### src/rtl/esg_pkg.sv
package esg_pkg;

    typedef struct packed {
        logic       wpen;
        logic [2:0] rsvd;
        logic [1:0] bp;
        logic       wel;
        logic       wip;
    } stat_t;

    typedef enum logic [1:0] {
        PROT_NONE = 2'b00,
        PROT_QTR  = 2'b01,
        PROT_HALF = 2'b10,
        PROT_ALL  = 2'b11
    } prot_e;

    // top2 holds the two most significant address bits
    function automatic logic addr_protected(prot_e lvl, logic [1:0] top2);
        logic hit;
        case (lvl)
            PROT_NONE: hit = 1'b0;
            PROT_QTR:  hit = (top2 == 2'b11);
            PROT_HALF: hit = top2[1];
            default:   hit = 1'b1;
        endcase
        return hit;
    endfunction

endpackage

### src/rtl/esg_wel_latch.sv
module esg_wel_latch (
    input  logic clk_i,
    input  logic rst_i,
    input  logic set_i,
    input  logic clr_i,
    output logic wel_o
);
    always_ff @(posedge clk_i) begin
        if (rst_i)      wel_o <= 1'b0;
        else if (clr_i) wel_o <= 1'b0;
        else if (set_i) wel_o <= 1'b1;
    end
endmodule

### src/rtl/esg_nv_bits.sv
module esg_nv_bits #(
    parameter logic       INIT_WPEN = 1'b0,
    parameter logic [1:0] INIT_BP   = 2'b00
) (
    input  logic       clk_i,
    input  logic       load_i,
    input  logic       wpen_i,
    input  logic [1:0] bp_i,
    output logic       wpen_o,
    output logic [1:0] bp_o
);
    // nonvolatile model: no reset term, power-up value only
    logic       wpen_q = INIT_WPEN;
    logic [1:0] bp_q   = INIT_BP;

    always_ff @(posedge clk_i) begin
        if (load_i) begin
            wpen_q <= wpen_i;
            bp_q   <= bp_i;
        end
    end

    assign wpen_o = wpen_q;
    assign bp_o   = bp_q;
endmodule

### src/rtl/esg_wip_flag.sv
module esg_wip_flag (
    input  logic clk_i,
    input  logic rst_i,
    input  logic start_i,
    input  logic done_i,
    output logic wip_o
);
    always_ff @(posedge clk_i) begin
        if (rst_i)        wip_o <= 1'b0;
        else if (start_i) wip_o <= 1'b1;
        else if (done_i)  wip_o <= 1'b0;
    end
endmodule

### src/rtl/esg_guard_decode.sv
module esg_guard_decode
    import esg_pkg::*;
(
    input  logic       wel_i,
    input  logic       wip_i,
    input  logic       wpen_i,
    input  logic [1:0] bp_i,
    input  logic       wp_n_i,
    input  logic [1:0] addr_top_i,
    output logic       arr_ok_o,
    output logic       sr_ok_o
);
    logic ready;
    logic hw_lock;
    logic blk_hit;

    always_comb begin
        ready    = wel_i & ~wip_i;
        hw_lock  = wpen_i & ~wp_n_i;
        blk_hit  = addr_protected(prot_e'(bp_i), addr_top_i);
        arr_ok_o = ready & ~blk_hit;
        sr_ok_o  = ready & ~hw_lock;
    end
endmodule

### src/rtl/eeprom_status_guard.sv
module eeprom_status_guard
    import esg_pkg::*;
#(
    parameter int         ADDR_W    = 15,
    parameter logic       INIT_WPEN = 1'b0,
    parameter logic [1:0] INIT_BP   = 2'b00
) (
    input  logic              clk_i,
    input  logic              rst_i,
    input  logic              wp_n_i,
    input  logic              set_wel_i,
    input  logic              clr_wel_i,
    input  logic              sr_commit_i,
    input  logic [7:0]        sr_data_i,
    input  logic              arr_commit_i,
    input  logic [ADDR_W-1:0] arr_addr_i,
    input  logic              cycle_done_i,
    output logic [7:0]        status_o,
    output logic              arr_wr_ok_o,
    output logic              sr_wr_ok_o
);
    localparam int LOW_W = ADDR_W - 2;

    stat_t      req;
    stat_t      stat;
    logic       wel, wip, wpen;
    logic [1:0] bp;
    logic [1:0] addr_top;
    logic       take_sr, take_arr, wel_clear;

    logic [LOW_W-1:0] unused_addr_low;
    logic [4:0]       unused_req_bits;

    assign req             = stat_t'(sr_data_i);
    assign addr_top        = arr_addr_i[ADDR_W-1 -: 2];
    assign unused_addr_low = arr_addr_i[LOW_W-1:0];
    assign unused_req_bits = {req.rsvd, req.wel, req.wip};

    esg_guard_decode u_dec (
        .wel_i      (wel),
        .wip_i      (wip),
        .wpen_i     (wpen),
        .bp_i       (bp),
        .wp_n_i     (wp_n_i),
        .addr_top_i (addr_top),
        .arr_ok_o   (arr_wr_ok_o),
        .sr_ok_o    (sr_wr_ok_o)
    );

    // status commit outranks a concurrent array commit
    assign take_sr   = sr_commit_i & sr_wr_ok_o;
    assign take_arr  = arr_commit_i & arr_wr_ok_o & ~sr_commit_i;
    assign wel_clear = clr_wel_i | take_sr | take_arr;

    esg_wel_latch u_wel (
        .clk_i (clk_i),
        .rst_i (rst_i),
        .set_i (set_wel_i),
        .clr_i (wel_clear),
        .wel_o (wel)
    );

    esg_nv_bits #(
        .INIT_WPEN (INIT_WPEN),
        .INIT_BP   (INIT_BP)
    ) u_nv (
        .clk_i  (clk_i),
        .load_i (take_sr),
        .wpen_i (req.wpen),
        .bp_i   (req.bp),
        .wpen_o (wpen),
        .bp_o   (bp)
    );

    esg_wip_flag u_wip (
        .clk_i   (clk_i),
        .rst_i   (rst_i),
        .start_i (take_sr | take_arr),
        .done_i  (cycle_done_i),
        .wip_o   (wip)
    );

    always_comb begin
        stat      = '0;
        stat.wpen = wpen;
        stat.bp   = bp;
        stat.wel  = wel;
        stat.wip  = wip;
    end

    assign status_o = stat;
endmodule

### config.mk
export PLATFORM = sky130hd
export DESIGN_NAME = eeprom_status_guard
export DESIGN_NICKNAME = d
export VERILOG_FILES = /design/src/rtl/esg_pkg.sv /design/src/rtl/esg_wel_latch.sv /design/src/rtl/esg_nv_bits.sv /design/src/rtl/esg_wip_flag.sv /design/src/rtl/esg_guard_decode.sv /design/src/rtl/eeprom_status_guard.sv
export SDC_FILE = /design/constraint.sdc
export NUM_CORES = 1
export LEC_CHECK = 0
export BUFFER_PORTS_ARGS = -buffer_cell sky130_fd_sc_hd__buf_2
export CAP_MARGIN = 20
export CORE_AREA = 2 2 39 41
export DETAILED_ROUTE_END_ITERATION = 12
export DIE_AREA = 0 0 41 43
export GPL_ROUTABILITY_DRIVEN = 0
export SLEW_MARGIN = 20
export SYNTH_ARGS = -nofsm -noshare
export SYNTH_HDL_FRONTEND = slang
export SYNTH_SLANG_ARGS = --single-unit
### constraint.sdc
create_clock -name clk_i -period 1.25 [get_ports clk_i]
set_clock_uncertainty 0.15 [all_clocks]
set_input_delay 0.25 -clock clk_i [delete_from_list [all_inputs] [get_ports clk_i]]
set_output_delay 0.25 -clock clk_i [all_outputs]
set_load 0.03 [all_outputs]
==> impl_metrics.csv, run 1 <==
group,metric,value,unit
run_status,outcome,"complete, but fails checks",
run_status,violations,"setup timing",
worst_setup_path,start_kind,"flop",
global_route,grt-ovfl-total,0,
power,leakagePower,0.226,nW
final_layout,utilization,33.4,%
power,ir_drop,0.000472,V
logic_synthesis,seq_area_frac_synth,46.0,%
die,num_io_pins,41,
timing,rsz0062_at_grt,"true",
timing,final-max-slew-violation-count,0,
final_layout,final_nets,83,
die,coreArea,0.00138,sq mm
worst_setup_path,r2r_cells,4,
power,total_power,0.441,mW
global_route,grt_antenna_before_repair,0,
global_route,grt_max_degree,5,
global_route,met3_usage,5.24,%
global_route,grt_pass1_vias,246,
timing,fin_crit,1490,ps
timing,setup_viol,3,
worst_setup_path,crit_type,"flop to output pin",
hold_path,min_path_cells,2,
worst_setup_path,critPathMaxFanout,3,
logic_synthesis,ys_ff_latch,5,
worst_setup_path,cp-end-kind,"output pin",
clock_network,cts.path.max_buffers,2,
global_route,grt_usage,7.28,%
logic_synthesis,postSynthCellCount,28,
drt,wirelength,532,um
logic_synthesis,ys_warn_count,0,
die,fp.dieH,43,um
clock_network,root_buffer,"clkbuf_4",
logic_synthesis,syn-cell-area,283,sq um
die,die_w,41,um
drt,drt_iter0_drc,0,
flow_run,drv_cap,0,
clock_network,clk_pin_slew_worst_paths,40,ps
drt,drtPass1Iterations,1,
final_layout,drive_above_1_share,62.7,%
hold_path,hold_path_class,"input pin to flop",
timing,finalWorstSetupSlack,-245,ps
worst_setup_path,worst_ep_arrival_time,1090,ps
place,port_buffers,19,
die,die_area,0.00176,sq mm
place,dp_slack,-88.1,ps
clock_network,cts.sinks,5,
clock_network,numCtsBuffers,3,
die,start_util,20.4,%
worst_setup_path,critPathRequiredTime,850,ps
die,placementRows,14,
place,dpl.hpwl,479,um
global_route,top_usage_layer,"met2",
clock_network,clock_latency,230,ps
final_layout,area_growth,63.3,%
place,dp_cells,62,
timing,min_period_over_period,120,%
drt,drc,0,
clock_network,cts_tree,"built",
clock_network,htreeDepth,1,
global_route,grt_pass1_wl,848,um
drt,num_vias,256,
timing,fmax,669,MHz
drt,vias_per_cell,3.82,
global_route,grt_util_met2,12.8,%
logic_synthesis,synth_cell_type_count,19,
final_layout,fillerInstances,151,
final_layout,fin_cells,67,
drt,ant_nets,0,
power,powerDensity,956,mW/mm^2
drt,drt-wirelength-per-cell,7.94,um
timing,finalHoldViolCount,0,
final_layout,antennaDiodeCount,0,
logic_synthesis,avgSynthCellArea,10.1,sq um
global_route,grt_use_met1,5.92,%
-- repair_timing --
item	CTS	global route
resized for setup	12	0
cloned	0	0
buffers inserted	1	0
pin swaps	5	2
hold buffers	0	0
endpoints found under the setup margin	11	9
-- placed cells by master, fill, tap and decap left out, drive strengths merged --
master	instances
nand2b	1
nor2b	1
nand3	1
nor2	1
and2b	1
clkbuf	4
inv	2
dfxtp	2
o211a	1
nand2	1
buf	23
or2b	1
and2	1
a31oi	1
o2111ai	1
conb	3
edfxtp	3
and3	1
a21oi	1
nor3	1
-- kinds of logic (layout without fill, tap and decap cells) --
logic type / after synthesis / in the layout / synth area share (%)
AND/OR/NAND/NOR: 10 / 10 / 23.5
AO/OA/AOI/OAI: 4 / 4 / 10.6
buffers and inverters: 8 / 29 / 18.6
other: 1 / 3 / 1.33
flip-flops: 5 / 5 / 46.0
-- power breakdown --
group | leakage [nW] | total, mW | internal [mW] | switching (mW)
clock | 0.0150 | 0.176 | 0.120 | 0.0555
sequential | 0.0435 | 0.183 | 0.180 | 0.00297
combinational | 0.168 | 0.0826 | 0.0382 | 0.0444
-- Yosys cell counts --
cell,number,area [sq um]
inv_1,2,7.51
nor2b_4,1,13.8
o211a_1,1,10.0
nand3_1,1,5.00
conb_1,1,3.75
a31oi_1,1,6.26
nor3_1,1,5.00
edfxtp_1,3,90.1
nor2_1,1,3.75
nand2_1,1,3.75
nand2b_1,1,6.26
dfxtp_1,2,40.0
or2b_1,1,7.51
and2_2,1,7.51
a21oi_1,1,5.00
and2b_1,1,7.51
buf_4,6,45.0
and3_1,1,6.26
o2111ai_1,1,8.76
-- worst max-delay path, cell delays in order, from the launching register on --
cell      delay, ps
edfxtp_1        410
a21oi_2         170
o211a_4         160
buf_6           120
-- through the flow --
step                      cell area, sq um  hold slack [ps]  setup TNS, ps
final                                  462             36.1           -527
after CTS                              462             30.5           -645
after global placement                 394              278           -207
after detailed placement               394              279           -212
after floorplan                        302              169           -177
after global routing                   462             35.8          -1050
-- flip-flops by register name (all words and copies together), names as in the netlist --
signal and cells:
u_nv.bp_o 2, u_wel.wel_o 1, u_nv.wpen_o 1, u_wip.wip_o 1
-- cell type report --
cell class	count	area (sq um)	share of cell area (%)
inverter	2	7.51	1.63
tap	16	20.0	4.34
sequential	5	130	28.2
clock buffer	4	26.3	5.69
timing repair buffer	23	151	32.8
multi-input combinational	17	126	27.4
-- path summary, 6_finish.rpt --
path | start | endpoint | slack [ps]
max | u_nv.bp_o[0] | arr_wr_ok_o | -240
min | rst_i | u_wip.wip_o | 40
max reg2reg | u_nv.bp_o[0] | u_wel.wel_o | 0
min reg2reg | u_wip.wip_o | u_wip.wip_o | 380
-- metal layers --
metal  up-vias  share of wire (%)
li1        133                  -
met1       113                 31
met2        10                 57
met3         0                 12
met4         0                  0
met5         -                  0
Note: power is estimated with default switching activity, not from simulation.
==> run 2, diff against run 1 <==
--- a/config.mk
+++ b/config.mk
@@ -5,12 +5,13 @@
 export SDC_FILE = /design/constraint.sdc
 export NUM_CORES = 1
 export LEC_CHECK = 0
-export BUFFER_PORTS_ARGS = -buffer_cell sky130_fd_sc_hd__buf_2
 export CAP_MARGIN = 20
 export CORE_AREA = 2 2 39 41
 export DETAILED_ROUTE_END_ITERATION = 12
 export DIE_AREA = 0 0 41 43
+export DONT_BUFFER_PORTS = 1
 export GPL_ROUTABILITY_DRIVEN = 0
+export PLACE_DENSITY_LB_ADDON = 0.1
 export SLEW_MARGIN = 20
 export SYNTH_ARGS = -nofsm -noshare
 export SYNTH_HDL_FRONTEND = slang
==> run 2 against run 1 <==
  * The flow still finishes with violations (setup timing)
  * Die area unchanged
  * Worst hold slack better by 19 ps
  * Fmax up 2.2%
  * Design area down 6.5%
  * Flip-flop and latch count unchanged
  * Global-route usage up 0.29 points
  * Register-to-register slack better by 50 ps
  * Worst setup slack better by 33 ps
  * Critical path type unchanged
==> impl_metrics.csv, run 2 (synthesized netlist as in run 1, its figures left out) <==
group,metric,value,unit
run_status,violations,"setup timing",
worst_setup_path,rr_startpoint,"u_nv.wpen_o",
final_layout,mostFrequentLayoutCells,"5 x buf_4, 4 x dlygate4sd3_1, 4 x buf_6",
worst_setup_path,critPathRequiredTime,850,ps
hold_path,min_path_cells,2,
clock_network,cts_tree,"built",
drt,vias_per_cell,3.88,
timing,rsz0062_at_grt,"true",
worst_setup_path,worst-path-stages,2,
worst_setup_path,r2r_cells,4,
worst_setup_path,worst_ep_arrival_time,1060,ps
die,coreArea,0.00138,sq mm
place,placed_cell_area,322,sq um
final_layout,final_nets,73,
timing,finalWorstSetupSlack,-212,ps
clock_network,root_buffer,"clkbuf_4",
timing,fin_setup_tns,-599,ps
global_route,grt-ovfl-total,0,
clock_network,cts.path.max_buffers,2,
power,leakagePower,0.187,nW
clock_network,clock_latency,240,ps
global_route,grt_usage,7.57,%
final_layout,final_area,432,sq um
drt,num_vias,221,
power,powerDensity,1000,mW/mm^2
die,num_io_pins,41,
die,fp.dieH,43,um
final_layout,area_growth,52.7,%
global_route,grt_pass1_wl,814,um
drt,drc,0,
clock_network,clk_pin_slew_worst_paths,40,ps
die,die_w,41,um
final_layout,fin_cells,57,
drt,wirelength,574,um
clock_network,numCtsBuffers,3,
worst_setup_path,cp-end-kind,"output pin",
clock_network,cts.sinks,5,
global_route,grt_antenna_before_repair,0,
drt,ant_nets,0,
final_layout,utilization,31.2,%
worst_setup_path,rrSetupSlack,50,ps
final_layout,antennaDiodeCount,0,
hold_path,hold_end,"u_wip.wip_o",
worst_setup_path,worstPathCellList,"a21oi_2 -> o211a_4",
final_layout,largest_reg_flops,2,
timing,final-max-slew-violation-count,0,
final_layout,mostFrequentLayoutCell,"buf_4",
run_status,outcome,"complete, but fails checks",
die,die_area,0.00176,sq mm
timing,min_period_over_period,117,%
timing,setup_viol,5,
final_layout,fillerInstances,160,
timing,fin_crit,1460,ps
final_layout,multi_input_area,125,sq um
worst_setup_path,r2r-end,"u_wel.wel_o",
drt,drtPass1Iterations,1,
worst_setup_path,worst-path-buf-inv,0,
drt,drt_iter0_drc,0,
worst_setup_path,critPathMaxFanout,3,
worst_setup_path,start_kind,"flop",
global_route,grt_max_degree,5,
place,port_buffers,0,
clock_network,htreeDepth,1,
hold_path,hold_path_class,"input pin to flop",
final_layout,drive_above_1_share,43.9,%
power,ir_drop,0.000422,V
worst_setup_path,crit_slowest_cell,"edfxtp_1",
drt,drt-wirelength-per-cell,10.1,um
worst_setup_path,cp_top_family,"flip-flops",
worst_setup_path,crit_type,"flop to output pin",
worst_setup_path,max_stage_delay,430,ps
flow_run,drv_cap,0,
die,start_util,20.4,%
hold_path,worst_hold_startpoint,"cycle_done_i",
place,dp_cells,46,
global_route,grt_pass1_vias,216,
die,placementRows,14,
final_layout,regArea,130,sq um
timing,fmax,684,MHz
timing,finalHoldViolCount,0,
[run 2: cell types whose count changed in the layout (fill, tap and decap cells not counted)]
cell,previous run,this run
dlygate4sd3_1,0,4
o2111ai_2,1,0
buf_2,13,0
buf_6,3,4
buf_4,7,5
nand3_2,0,1
o2111ai_1,0,1
nand3_1,1,0
[run 2: per-layer routing]
layer | GRT usage [%] | share of wire, %
met5 | 0 | 0
met4 | 8.00 | 0
met3 | 5.24 | 10
met2 | 9.69 | 58
met1 | 7.19 | 32
[run 2: per-stage QoR]
step | hold WS (ps) | total power, mW | setup slack [ps]
final | 54.8 | 0.432 | -212
after global routing | 64.4 | 0.461 | -268
after CTS | 43.5 | 0.445 | -233
after detailed placement | 174 | 0.240 | 4.88
after global placement | 172 | 0.239 | 12.7
after floorplan | 169 | 0.240 | -120
[run 2: worst max-delay path by stage]
stage | start | to | slack, ps
after floorplan | u_nv.bp_o[0] | arr_wr_ok_o | -120
after global placement | u_nv.bp_o[0] | arr_wr_ok_o | 10
after detailed placement | u_nv.bp_o[0] | arr_wr_ok_o | 5
after CTS | u_nv.bp_o[0] | arr_wr_ok_o | -230
after global routing | u_nv.bp_o[1] | arr_wr_ok_o | -270
final | u_nv.bp_o[1] | arr_wr_ok_o | -210
[run 2: power by group]
group | internal, mW | total (mW) | switching (mW)
Combinational | 0.0295 | 0.0687 | 0.0392
Sequential | 0.180 | 0.183 | 0.00289
Clock | 0.120 | 0.180 | 0.0599
[run 2: final cells by class]
cell class              count  area share (%)
inverters                   2            1.74
clock buffers               4            6.09
well taps                  16            4.64
repair buffers             13            28.4
multi-input cells          17            29.0
flip-flops and latches      5            30.1
[run 2: worst reg2reg max path, stage by stage, from the launching register on]
cell      delay (ps)
edfxtp_1         370
or2b_1           200
nand3_2           80
buf_4            140
and3_1           150
[run 2: what timing repair did]
| item | 4_1_cts | 5_1_grt |
|---|---|---|
| setup endpoints to repair | 4 | 10 |
| buffers inserted | 2 | 1 |
| hold buffers | 4 | 0 |
| pin swaps | 1 | 1 |
| hold endpoints to repair | 4 | 0 |
| cloned | 0 | 0 |
| gates resized for setup | 5 | 2 |
==> run 3, diff against run 2 <==
--- a/config.mk
+++ b/config.mk
@@ -11,7 +11,9 @@
 export DIE_AREA = 0 0 41 43
 export DONT_BUFFER_PORTS = 1
 export GPL_ROUTABILITY_DRIVEN = 0
+export GPL_TIMING_DRIVEN = 0
 export PLACE_DENSITY_LB_ADDON = 0.1
+export SKIP_CTS_REPAIR_TIMING = 1
 export SLEW_MARGIN = 20
 export SYNTH_ARGS = -nofsm -noshare
 export SYNTH_HDL_FRONTEND = slang
==> run 3 against run 2 <==
  * The flow still finishes with violations (setup timing)
  * Die area did not move
  * Combinational power shrank 2%
  * Fmax decreased by 12%
  * Register-to-register slack worse by 190 ps
  * Global-route usage shrank 0.50 points
  * Sequential share of layout area grew 2.9 points
  * Utilization shrank 2.7 points
  * Count of clock-buffer cells in the layout unchanged
  * Clock power about the same
  * Design area fell by 8.7%
  * Worst setup slack lost 210 ps
  * Critical path type unchanged
  * Largest cell class unchanged
  * Largest power group unchanged
==> impl_metrics.csv, run 3 (synthesized netlist as in run 1, its figures left out) <==
group,metric,value,unit
clock_network,cts.sinks,5,
power,internal_power,0.331,mW
final_layout,largest_reg_flops,2,
clock_network,root_buffer,"clkbuf_4",
drt,drt-wirelength-per-cell,10.8,um
global_route,grt_pass1_vias,183,
timing,final-max-slew-violation-count,0,
final_layout,utilization,28.5,%
final_layout,area_growth,39.4,%
worst_setup_path,cp_top_family,"flip-flops",
global_route,grt_pass1_wl,765,um
timing,fin_setup_tns,-877,ps
die,fp.dieH,43,um
timing,fmax,599,MHz
run_status,violations,"setup timing",
final_layout,multi_input_area,125,sq um
power,powerDensity,1100,mW/mm^2
run_status,outcome,"complete, but fails checks",
worst_setup_path,crit_type,"flop to output pin",
hold_path,hold_path_class,"input pin to flop",
drt,vias_per_cell,3.94,
final_layout,mostFrequentLayoutCell,"buf_4",
flow_run,drv_cap,0,
timing,fin_hold_ws,65.0,ps
final_layout,regArea,130,sq um
clock_network,htreeDepth,1,
drt,wirelength,582,um
worst_setup_path,critPathRequiredTime,850,ps
timing,setup_viol,4,
die,die_w,41,um
worst_setup_path,start_kind,"flop",
global_route,grt_antenna_before_repair,0,
worst_setup_path,worst-path-buf-inv,0,
die,start_util,20.4,%
final_layout,final_nets,70,
final_layout,mostFrequentLayoutCells,"6 x buf_4, 4 x dlygate4sd3_1, 3 x conb_1, 3 x clkbuf_4, 3 x edfxtp_1",
timing,min_period_over_period,134,%
drt,ant_nets,0,
drt,drc,0,
die,num_io_pins,41,
timing,rsz0062_at_grt,"true",
clock_network,cts.path.max_buffers,2,
power,p_sw,0.102,mW
worst_setup_path,cp-end-kind,"output pin",
die,coreArea,0.00138,sq mm
power,ir_drop,0.000444,V
place,port_buffers,0,
power,leakagePower,0.170,nW
worst_setup_path,critPathMaxFanout,3,
timing,finalHoldViolCount,0,
power,total_power,0.433,mW
die,die_area,0.00176,sq mm
final_layout,fillerInstances,156,
drt,drt_iter0_drc,1,
worst_setup_path,worstPathCellList,"a21oi_2 -> o211a_4",
final_layout,drive_above_1_share,39.5,%
clock_network,numCtsBuffers,3,
die,placementRows,14,
timing,finalWorstSetupSlack,-421,ps
final_layout,antennaDiodeCount,0,
power,pwr-share-seq,43.0,%
timing,fin_crit,1670,ps
power,p_comb_share,15.5,%
clock_network,cts_tree,"built",
global_route,grt_max_degree,5,
clock_network,clk_pin_slew_worst_paths,40,ps
global_route,grt_usage,7.06,%
drt,drtPass1Iterations,2,
clock_network,clock_latency,240,ps
worst_setup_path,worst_ep_arrival_time,1270,ps
global_route,grt-ovfl-total,0,
drt,num_vias,213,
worst_setup_path,crit_slowest_cell,"edfxtp_1",
power,clockPowerShare,41.5,%
worst_setup_path,max_stage_delay,550,ps
power,p_sw_share,23.6,%
run 3: area by class of cell:
cell class | count | area share [%]
Clock buffer | 4 | 6.67
Inverter | 2 | 1.90
Tap cell | 16 | 5.08
Sequential cell | 5 | 33.0
Multi-Input combinational cell | 17 | 31.7
Buffer | 6 | 11.4
Timing Repair Buffer | 4 | 10.2
run 3: stage by stage:
stage | cell area [sq um] | instances | setup WS [ps]
2_1_floorplan | 302 | 30 | -120
4_1_cts | 348 | 50 | -434
5_1_grt | 394 | 54 | -488
3_5_place_dp | 322 | 46 | -176
6_report | 394 | 54 | -421
3_3_place_gp | 322 | 46 | -174
run 3: path summary, 6_finish.rpt:
| kind | startpoint | to | slack [ps] | cells past startpoint |
|---|---|---|---|---|
| setup / recovery | u_nv.bp_o[0] | arr_wr_ok_o | -420 | 2 |
| hold / removal | cycle_done_i | u_wip.wip_o | 60 | 2 |
| setup reg to reg | u_nv.bp_o[0] | u_wel.wel_o | -140 | 3 |
| hold reg to reg | u_wip.wip_o | u_wip.wip_o | 390 | 2 |
run 3: power by group through the flow:
stage	Combinational, mW	Clock, mW	Sequential, mW
after floorplan	0.0525	0	0.188
after global placement	0.0553	0	0.189
after detailed placement	0.0555	0	0.189
after CTS	0.0556	0.187	0.186
after global routing	0.0720	0.205	0.186
final	0.0672	0.180	0.186
run 3: routing by layer:
metal / GRT usage (%) / wire, um
met5: 0 / 0
met2: 8.44 / 320
met1: 7.84 / 191
met3: 3.66 / 70
met4: 8.00 / 0
run 3: worst register-to-register path: cells and delay by family (launching register included):
kind	cells	cell delay [ps]
and+or+nand+nor	1	170
DFF	1	550
AOI/OAI and AO/OA	2	410
